`src/rtl/fr_pkg.sv`:
```
package fr_pkg;
  typedef enum logic [1:0] {M_RUN = 2'd0, M_WAIT = 2'd1, M_LATCH = 2'd2} mstate_t;

  function automatic int cnt_bits(input int limit);
    return (limit < 2) ? 1 : $clog2(limit + 1);
  endfunction

  function automatic logic attempts_used(input int cnt, input int max_retry);
    return cnt >= max_retry;
  endfunction
endpackage

```
`src/rtl/fr_pin_sync.sv`:
```
module fr_pin_sync #(
  parameter int STAGES = 2
) (
  input  logic clk,
  input  logic rst_n,
  input  logic pin,
  output logic level,
  output logic fell
);
  localparam int N = STAGES + 1;
  logic [N-1:0] q;

  always_ff @(posedge clk or negedge rst_n) begin
    if (!rst_n) q <= '1;
    else        q <= {q[N-2:0], pin};
  end

  assign level = q[STAGES-1];
  assign fell  = q[STAGES] & ~q[STAGES-1];
endmodule

```
`src/rtl/fr_tick_timer.sv`:
```
module fr_tick_timer #(
  parameter int LIMIT = 10
) (
  input  logic clk,
  input  logic rst_n,
  input  logic clr,
  input  logic run,
  input  logic tick,
  output logic hit
);
  localparam int W = fr_pkg::cnt_bits(LIMIT);
  logic [W-1:0] cnt;

  assign hit = run & ~clr & tick & (cnt == W'(LIMIT - 1));

  always_ff @(posedge clk or negedge rst_n) begin
    if (!rst_n)            cnt <= '0;
    else if (clr || !run)  cnt <= '0;
    else if (tick)         cnt <= hit ? '0 : cnt + W'(1);
  end
endmodule

```
`src/rtl/fault_retry_ctrl.sv`:
```
module fault_retry_ctrl #(
  parameter int MAX_RETRY = 5,
  parameter int RETRY_MS  = 10000,
  parameter int CLEAR_MS  = 600000,
  parameter int BLANK_MS  = 20,
  parameter int HICCUP_MS = 1000,
  parameter int SYNC_STAGES = 2,
  localparam int CW = fr_pkg::cnt_bits(MAX_RETRY)
) (
  input  logic          clk,
  input  logic          rst_n,
  input  logic          tick_ms,
  input  logic          in_ok,
  input  logic          on_n,
  input  logic          main_oc,
  input  logic          main_uv,
  input  logic          main_sense,
  input  logic          ov_flag,
  input  logic          sby_oc,
  output logic          main_en,
  output logic          sby_en,
  output logic          latched,
  output logic [CW-1:0] retry_cnt
);
  import fr_pkg::*;

  mstate_t       state;
  logic [CW-1:0] cnt;
  logic          ovl, hic;
  logic          on_lvl, on_fall, clear;
  logic          blank_trip, main_trip, wait_done, good_done, hic_done;
  logic          hic_start, ov_hit;

  fr_pin_sync #(.STAGES(SYNC_STAGES)) u_sync (
    .clk(clk), .rst_n(rst_n), .pin(on_n), .level(on_lvl), .fell(on_fall)
  );

  assign clear     = ~in_ok | on_fall;
  assign sby_en    = in_ok & ~hic & ~ovl;
  assign main_en   = sby_en & ~on_lvl & (state == M_RUN);
  assign main_trip = main_en & (main_uv | main_sense | blank_trip);
  assign hic_start = sby_en & sby_oc;
  assign ov_hit    = in_ok & ov_flag;
  assign latched   = ovl | (state == M_LATCH);
  assign retry_cnt = cnt;

  // Static overcurrent must outlast BLANK_MS whole ticks.
  fr_tick_timer #(.LIMIT(BLANK_MS + 1)) u_blank (
    .clk(clk), .rst_n(rst_n), .clr(clear), .run(main_en & main_oc),
    .tick(tick_ms), .hit(blank_trip)
  );

  fr_tick_timer #(.LIMIT(RETRY_MS)) u_wait (
    .clk(clk), .rst_n(rst_n), .clr(clear), .run(state == M_WAIT),
    .tick(tick_ms), .hit(wait_done)
  );

  fr_tick_timer #(.LIMIT(CLEAR_MS)) u_good (
    .clk(clk), .rst_n(rst_n), .clr(clear | main_trip), .run(main_en),
    .tick(tick_ms), .hit(good_done)
  );

  fr_tick_timer #(.LIMIT(HICCUP_MS)) u_hic (
    .clk(clk), .rst_n(rst_n), .clr(~in_ok), .run(hic),
    .tick(tick_ms), .hit(hic_done)
  );

  always_ff @(posedge clk or negedge rst_n) begin
    if (!rst_n) begin
      hic <= 1'b0;
      ovl <= 1'b0;
    end else begin
      if (!in_ok)         hic <= 1'b0;
      else if (hic_start) hic <= 1'b1;
      else if (hic_done)  hic <= 1'b0;
      if (clear)          ovl <= 1'b0;
      else if (ov_hit)    ovl <= 1'b1;
    end
  end

  always_ff @(posedge clk or negedge rst_n) begin
    if (!rst_n) begin
      state <= M_RUN;
      cnt   <= '0;
    end else if (clear) begin
      state <= M_RUN;
      cnt   <= '0;
    end else begin
      unique case (state)
        M_RUN: begin
          if (main_trip) begin
            if (attempts_used(int'(cnt), MAX_RETRY)) state <= M_LATCH;
            else begin
              state <= M_WAIT;
              cnt   <= cnt + CW'(1);
            end
          end else if (good_done) begin
            cnt <= '0;
          end
        end
        M_WAIT:  if (wait_done) state <= M_RUN;
        default: state <= M_LATCH;
      endcase
    end
  end

  p_fault_inc_r2: assert property (@(posedge clk) disable iff (!rst_n)
    (main_trip && !clear && cnt < CW'(MAX_RETRY)) |=> (retry_cnt == $past(retry_cnt) + CW'(1)) && !main_en);

  p_no_overflow_r4: assert property (@(posedge clk) disable iff (!rst_n)
    retry_cnt <= CW'(MAX_RETRY));

  p_latch_hold_r4: assert property (@(posedge clk) disable iff (!rst_n)
    (latched && !clear) |=> latched && !main_en);

  p_clear_r5: assert property (@(posedge clk) disable iff (!rst_n)
    !in_ok |=> (retry_cnt == '0) && !latched);

  p_ov_kill_r8: assert property (@(posedge clk) disable iff (!rst_n)
    (ov_hit && !clear) |=> latched && !main_en && !sby_en);

  p_hiccup_off_r9: assert property (@(posedge clk) disable iff (!rst_n)
    (hic_start && in_ok) |=> !sby_en && !main_en);
endmodule

```
`config.mk`:
```
export PLATFORM = sky130hd
export DESIGN_NAME = fault_retry_ctrl
export DESIGN_NICKNAME = d
export VERILOG_FILES = /design/src/rtl/fr_pkg.sv /design/src/rtl/fr_pin_sync.sv /design/src/rtl/fr_tick_timer.sv /design/src/rtl/fault_retry_ctrl.sv
export SDC_FILE = /design/constraint.sdc
export NUM_CORES = 1
export LEC_CHECK = 0
export BUFFER_PORTS_ARGS = -buffer_cell sky130_fd_sc_hd__buf_2
export CAP_MARGIN = 10
export CORE_ASPECT_RATIO = 0.5
export CORE_MARGIN = 2
export CORE_UTILIZATION = 54
export CTS_CLUSTER_SIZE = 25
export DETAILED_ROUTE_END_ITERATION = 10
export GPL_TIMING_DRIVEN = 1
export PLACE_DENSITY = 0.77
export SLEW_MARGIN = 40
export SYNTH_ARGS = -nofsm -noshare
export SYNTH_HDL_FRONTEND = slang
export SYNTH_HIERARCHICAL = 1
export SYNTH_SLANG_ARGS = --single-unit
```
`constraint.sdc`:
```
create_clock -name clk -period 7.61 [get_ports clk]
set_input_delay 1.1415 -clock clk [delete_from_list [all_inputs] [get_ports clk]]
set_output_delay 1.1415 -clock clk [all_outputs]
set_load 0.01 [all_outputs]
```
==> flow_summary.ini <==
[timing]
worstMarginPinSlew_ps = 729
setup_viol = 0
holdWs_ps = 358
clock.fmax_mhz = 258
finalSetupTns_ps = 0
slew_headroom_pct = 51.4
slew_viol_final = 0
clock_skew_ps = 5.35
period_minus_slack_ps = 3870
hold_violations = 0
rsz0062_at_grt = no
timing.final.crit_share_pct = 50.9

[yosys]
yosysMostFrequentCell = dfrtp_1
ys_dominant_reg_cell = dfrtp_1
synth_top_area_cell = dfrtp_1
yosys-top-cells-area = dfrtp_1 40%, nand3_1 5.2%, nand2_1 4.9%
synth_seq_cells = 59
synth_edf_count = 0
syn_inst = 380
synthArstFlopShare_pct = 100
yosys_warnings = 6
synth_common_cells = 56 x dfrtp_1, 46 x nand2_1, 36 x nand3_1
syn_nets = 398
syn-cell-area_um2 = 3500
yosysTopAreaCellShare_pct = 40.1
synth_area_per_cell_um2 = 9.21
ys_seq_area_share_pct = 42.3
yosysUniqueCellTypes = 65

[power_and_ir_drop]
power.leakage_nw = 1.66
clkPwrFrac_pct = 52.5
power.total_uw = 742
pwr-share-comb_pct = 4.3
swShare_pct = 21.4
seq_power_share_pct = 43.2
power-per-cell-area_nw_per_um2 = 189
p_switching_uw = 158
worst_ir_drop_vdd_mv = 0.109
internal-power_uw = 583

[cells_and_area]
finalNetCount = 414
syn_to_final_growth_pct = 12.5
diodes = 0
fin_cells = 489
drive_gt1_share_pct = 16.0

[placement]
place_inst = 473
place.gp.congestion = 0.862
dpl.hpwl_mm = 5.05
port-buffer-count = 15

[global_routing]
overflow = 0
grtUsageTotal_pct = 23.6
grt_max_degree = 60
first_global_vias = 2904
antenna_found_initial = 0
grt_pass1_wl_mm = 13.3

[setup_path]
arrival_ps = 4130
start_kind = primary input
cp_common_cell = inv_1
path_depth = 12
slowest_stage = a21oi_4
reg2reg_setup_slack_ps = 4150
cp.buffers_inverters = 3
cp_max_fo = 25
reg2regPathDepth = 11
critPathMaxStageDelay_ps = 650
worstSetupPathType = in -> reg
crit_start = in_ok
cp.required_ps = 7870
r2r-end = u_good/cnt[13]$_DFFE_PN0P_
crit_family = simple AND/OR/NAND/NOR gates
path_cells = buf_2 > inv_1 > nor2_1 > inv_1 > and4b_2 > nor3_1 > or3_1 > nand2_1 > nand3b_1 > a21oi_4 > and3_1 > a221o_1
endpoint_kind = register
cp-endpoint = u_good/cnt[13]$_DFFE_PN0P_
r2r-start = u_sync/q[2]$_DFF_PN1_

[route]
first_pass_iters = 5
wl_mm = 7.63
ant_nets = 0
drtIter0Drc = 250
route.detailed.drc = 0
detail_route.wl_per_cell_um = 15.6
dr_total_vias = 2944
viasPerCell = 6.02

[clock_network]
h-tree-depth = 3
cts_resized = 0
root_buffer = clkbuf_16
path_clk_slew_ps = 50
cts_buffers = 9
ctsLongestPathBuffers = 2
cts_sinks = 59
post_cts_buffers = 0
cts_tree = yes
clock_latency_ps = 330
cts_hold_buffers = 0

[hold_path]
worstHoldPathType = reg -> reg

[floorplan]
fp.coreArea_um2 = 6160
fp.dieW_um = 118
row_count = 20
ioPinCount = 16
initial_core_util_pct = 56.8
die_area_um2 = 7180
die_h_um = 60.9

[outcome]
status = completed

[flow_run]
cap_viol_max_count = 0
## through the flow
| step | setup WS [ps] | utilization [%] | cell area [um2] |
|---|---|---|---|
| global placement | 3550 | 58.9 | 3630 |
| global route | 3470 | 63.9 | 3940 |
| floorplan | 3910 | - | 3500 |
| finish | 3740 | 63.9 | 3940 |
| detailed placement | 3510 | 59.1 | 3640 |
| CTS | 3840 | 63.9 | 3930 |
## flip-flops by register name, indices dropped and copies added (netlist names)
name and cells:
u_good/cnt 20, u_wait/cnt 14, u_hic/cnt 10, retry_cnt 3, ovl 1, state 2, u_blank/cnt 5, hic 1
u_sync/q 3
## layout by cell type, fill, tap and decap left out, types with 3 or more instances in the layout
| master | Yosys | routed |
|---|---|---|
| o211ai_1 | 5 | 5 |
| or4b_4 | 3 | 3 |
| nand3_1 | 36 | 36 |
| dfstp_2 | 3 | 3 |
| xor2_1 | 3 | 3 |
| nor3_1 | 10 | 10 |
| a211o_1 | 3 | 3 |
| and4_1 | 6 | 6 |
| nor2_1 | 26 | 25 |
| nor2b_1 | 3 | 3 |
| and2_1 | 4 | 4 |
| nand4_1 | 15 | 15 |
| mux2i_1 | 7 | 7 |
| or3_1 | 8 | 8 |
| o21ai_0 | 13 | 13 |
| mux2_2 | 3 | 3 |
| a221o_1 | 3 | 3 |
| buf_2 | 5 | 15 |
| nand2_1 | 46 | 46 |
| nand2b_1 | 8 | 8 |
| inv_1 | 11 | 11 |
| clkbuf_8 | 0 | 4 |
| dfrtp_1 | 56 | 56 |
| clkbuf_16 | 0 | 9 |
| a31oi_1 | 5 | 5 |
| a21oi_1 | 20 | 20 |
| ha_1 | 8 | 8 |
| or4_1 | 3 | 3 |
| and3_1 | 9 | 9 |
## logic make-up after synthesis
logic type	count (synthesis)	share of synthesized area (%)
DFF	59	42.3
and+or+nand+nor	209	35.0
AOI/OAI and AO/OA	67	12.7
xor gates and xnor gates	4	1.00
muxes	10	2.97
adders and majority gates	8	2.86
buffers and inverters	23	3.18
## cell type report
type / instances / area (um2)
clock buffers: 15 / 288
clock inverters: 1 / 5.00
fillers: 512 / 2220
inverters: 11 / 41.3
multi-input cells: 298 / 1920
flip-flops and latches: 59 / 1480
well taps: 88 / 110
repair buffers: 17 / 93.8
## metal layers
layer	GRT usage [%]	up-vias	wire length [um]
met5	0	-	0
met4	7.06	0	31
met3	6.86	5	332
met2	43.3	69	3850
met1	28.0	1430	3420
li1	-	1440	-
## power groups by stage
stage | combinational, mW | clock [mW] | sequential (mW)
2_1_floorplan | 0.0174 | 0 | 0.325
3_3_place_gp | 0.0308 | 0 | 0.325
3_5_place_dp | 0.0321 | 0 | 0.325
4_1_cts | 0.0323 | 0.399 | 0.320
5_1_grt | 0.0362 | 0.415 | 0.320
6_report | 0.0321 | 0.390 | 0.320
## worst min path at each step
stage	slack, ps	cells past startpoint	endpoint	start
final	360	0	u_sync/q[1]$_DFF_PN1_	u_sync/q[0]$_DFF_PN1_
after global routing	360	0	u_sync/q[1]$_DFF_PN1_	u_sync/q[0]$_DFF_PN1_
after CTS	360	0	u_sync/q[1]$_DFF_PN1_	u_sync/q[0]$_DFF_PN1_
after detailed placement	350	0	u_sync/q[1]$_DFF_PN1_	u_sync/q[0]$_DFF_PN1_
after global placement	350	0	u_sync/q[1]$_DFF_PN1_	u_sync/q[0]$_DFF_PN1_
after floorplan	350	0	u_sync/q[1]$_DFF_PN1_	u_sync/q[0]$_DFF_PN1_
(Power assumes the default switching activity.)
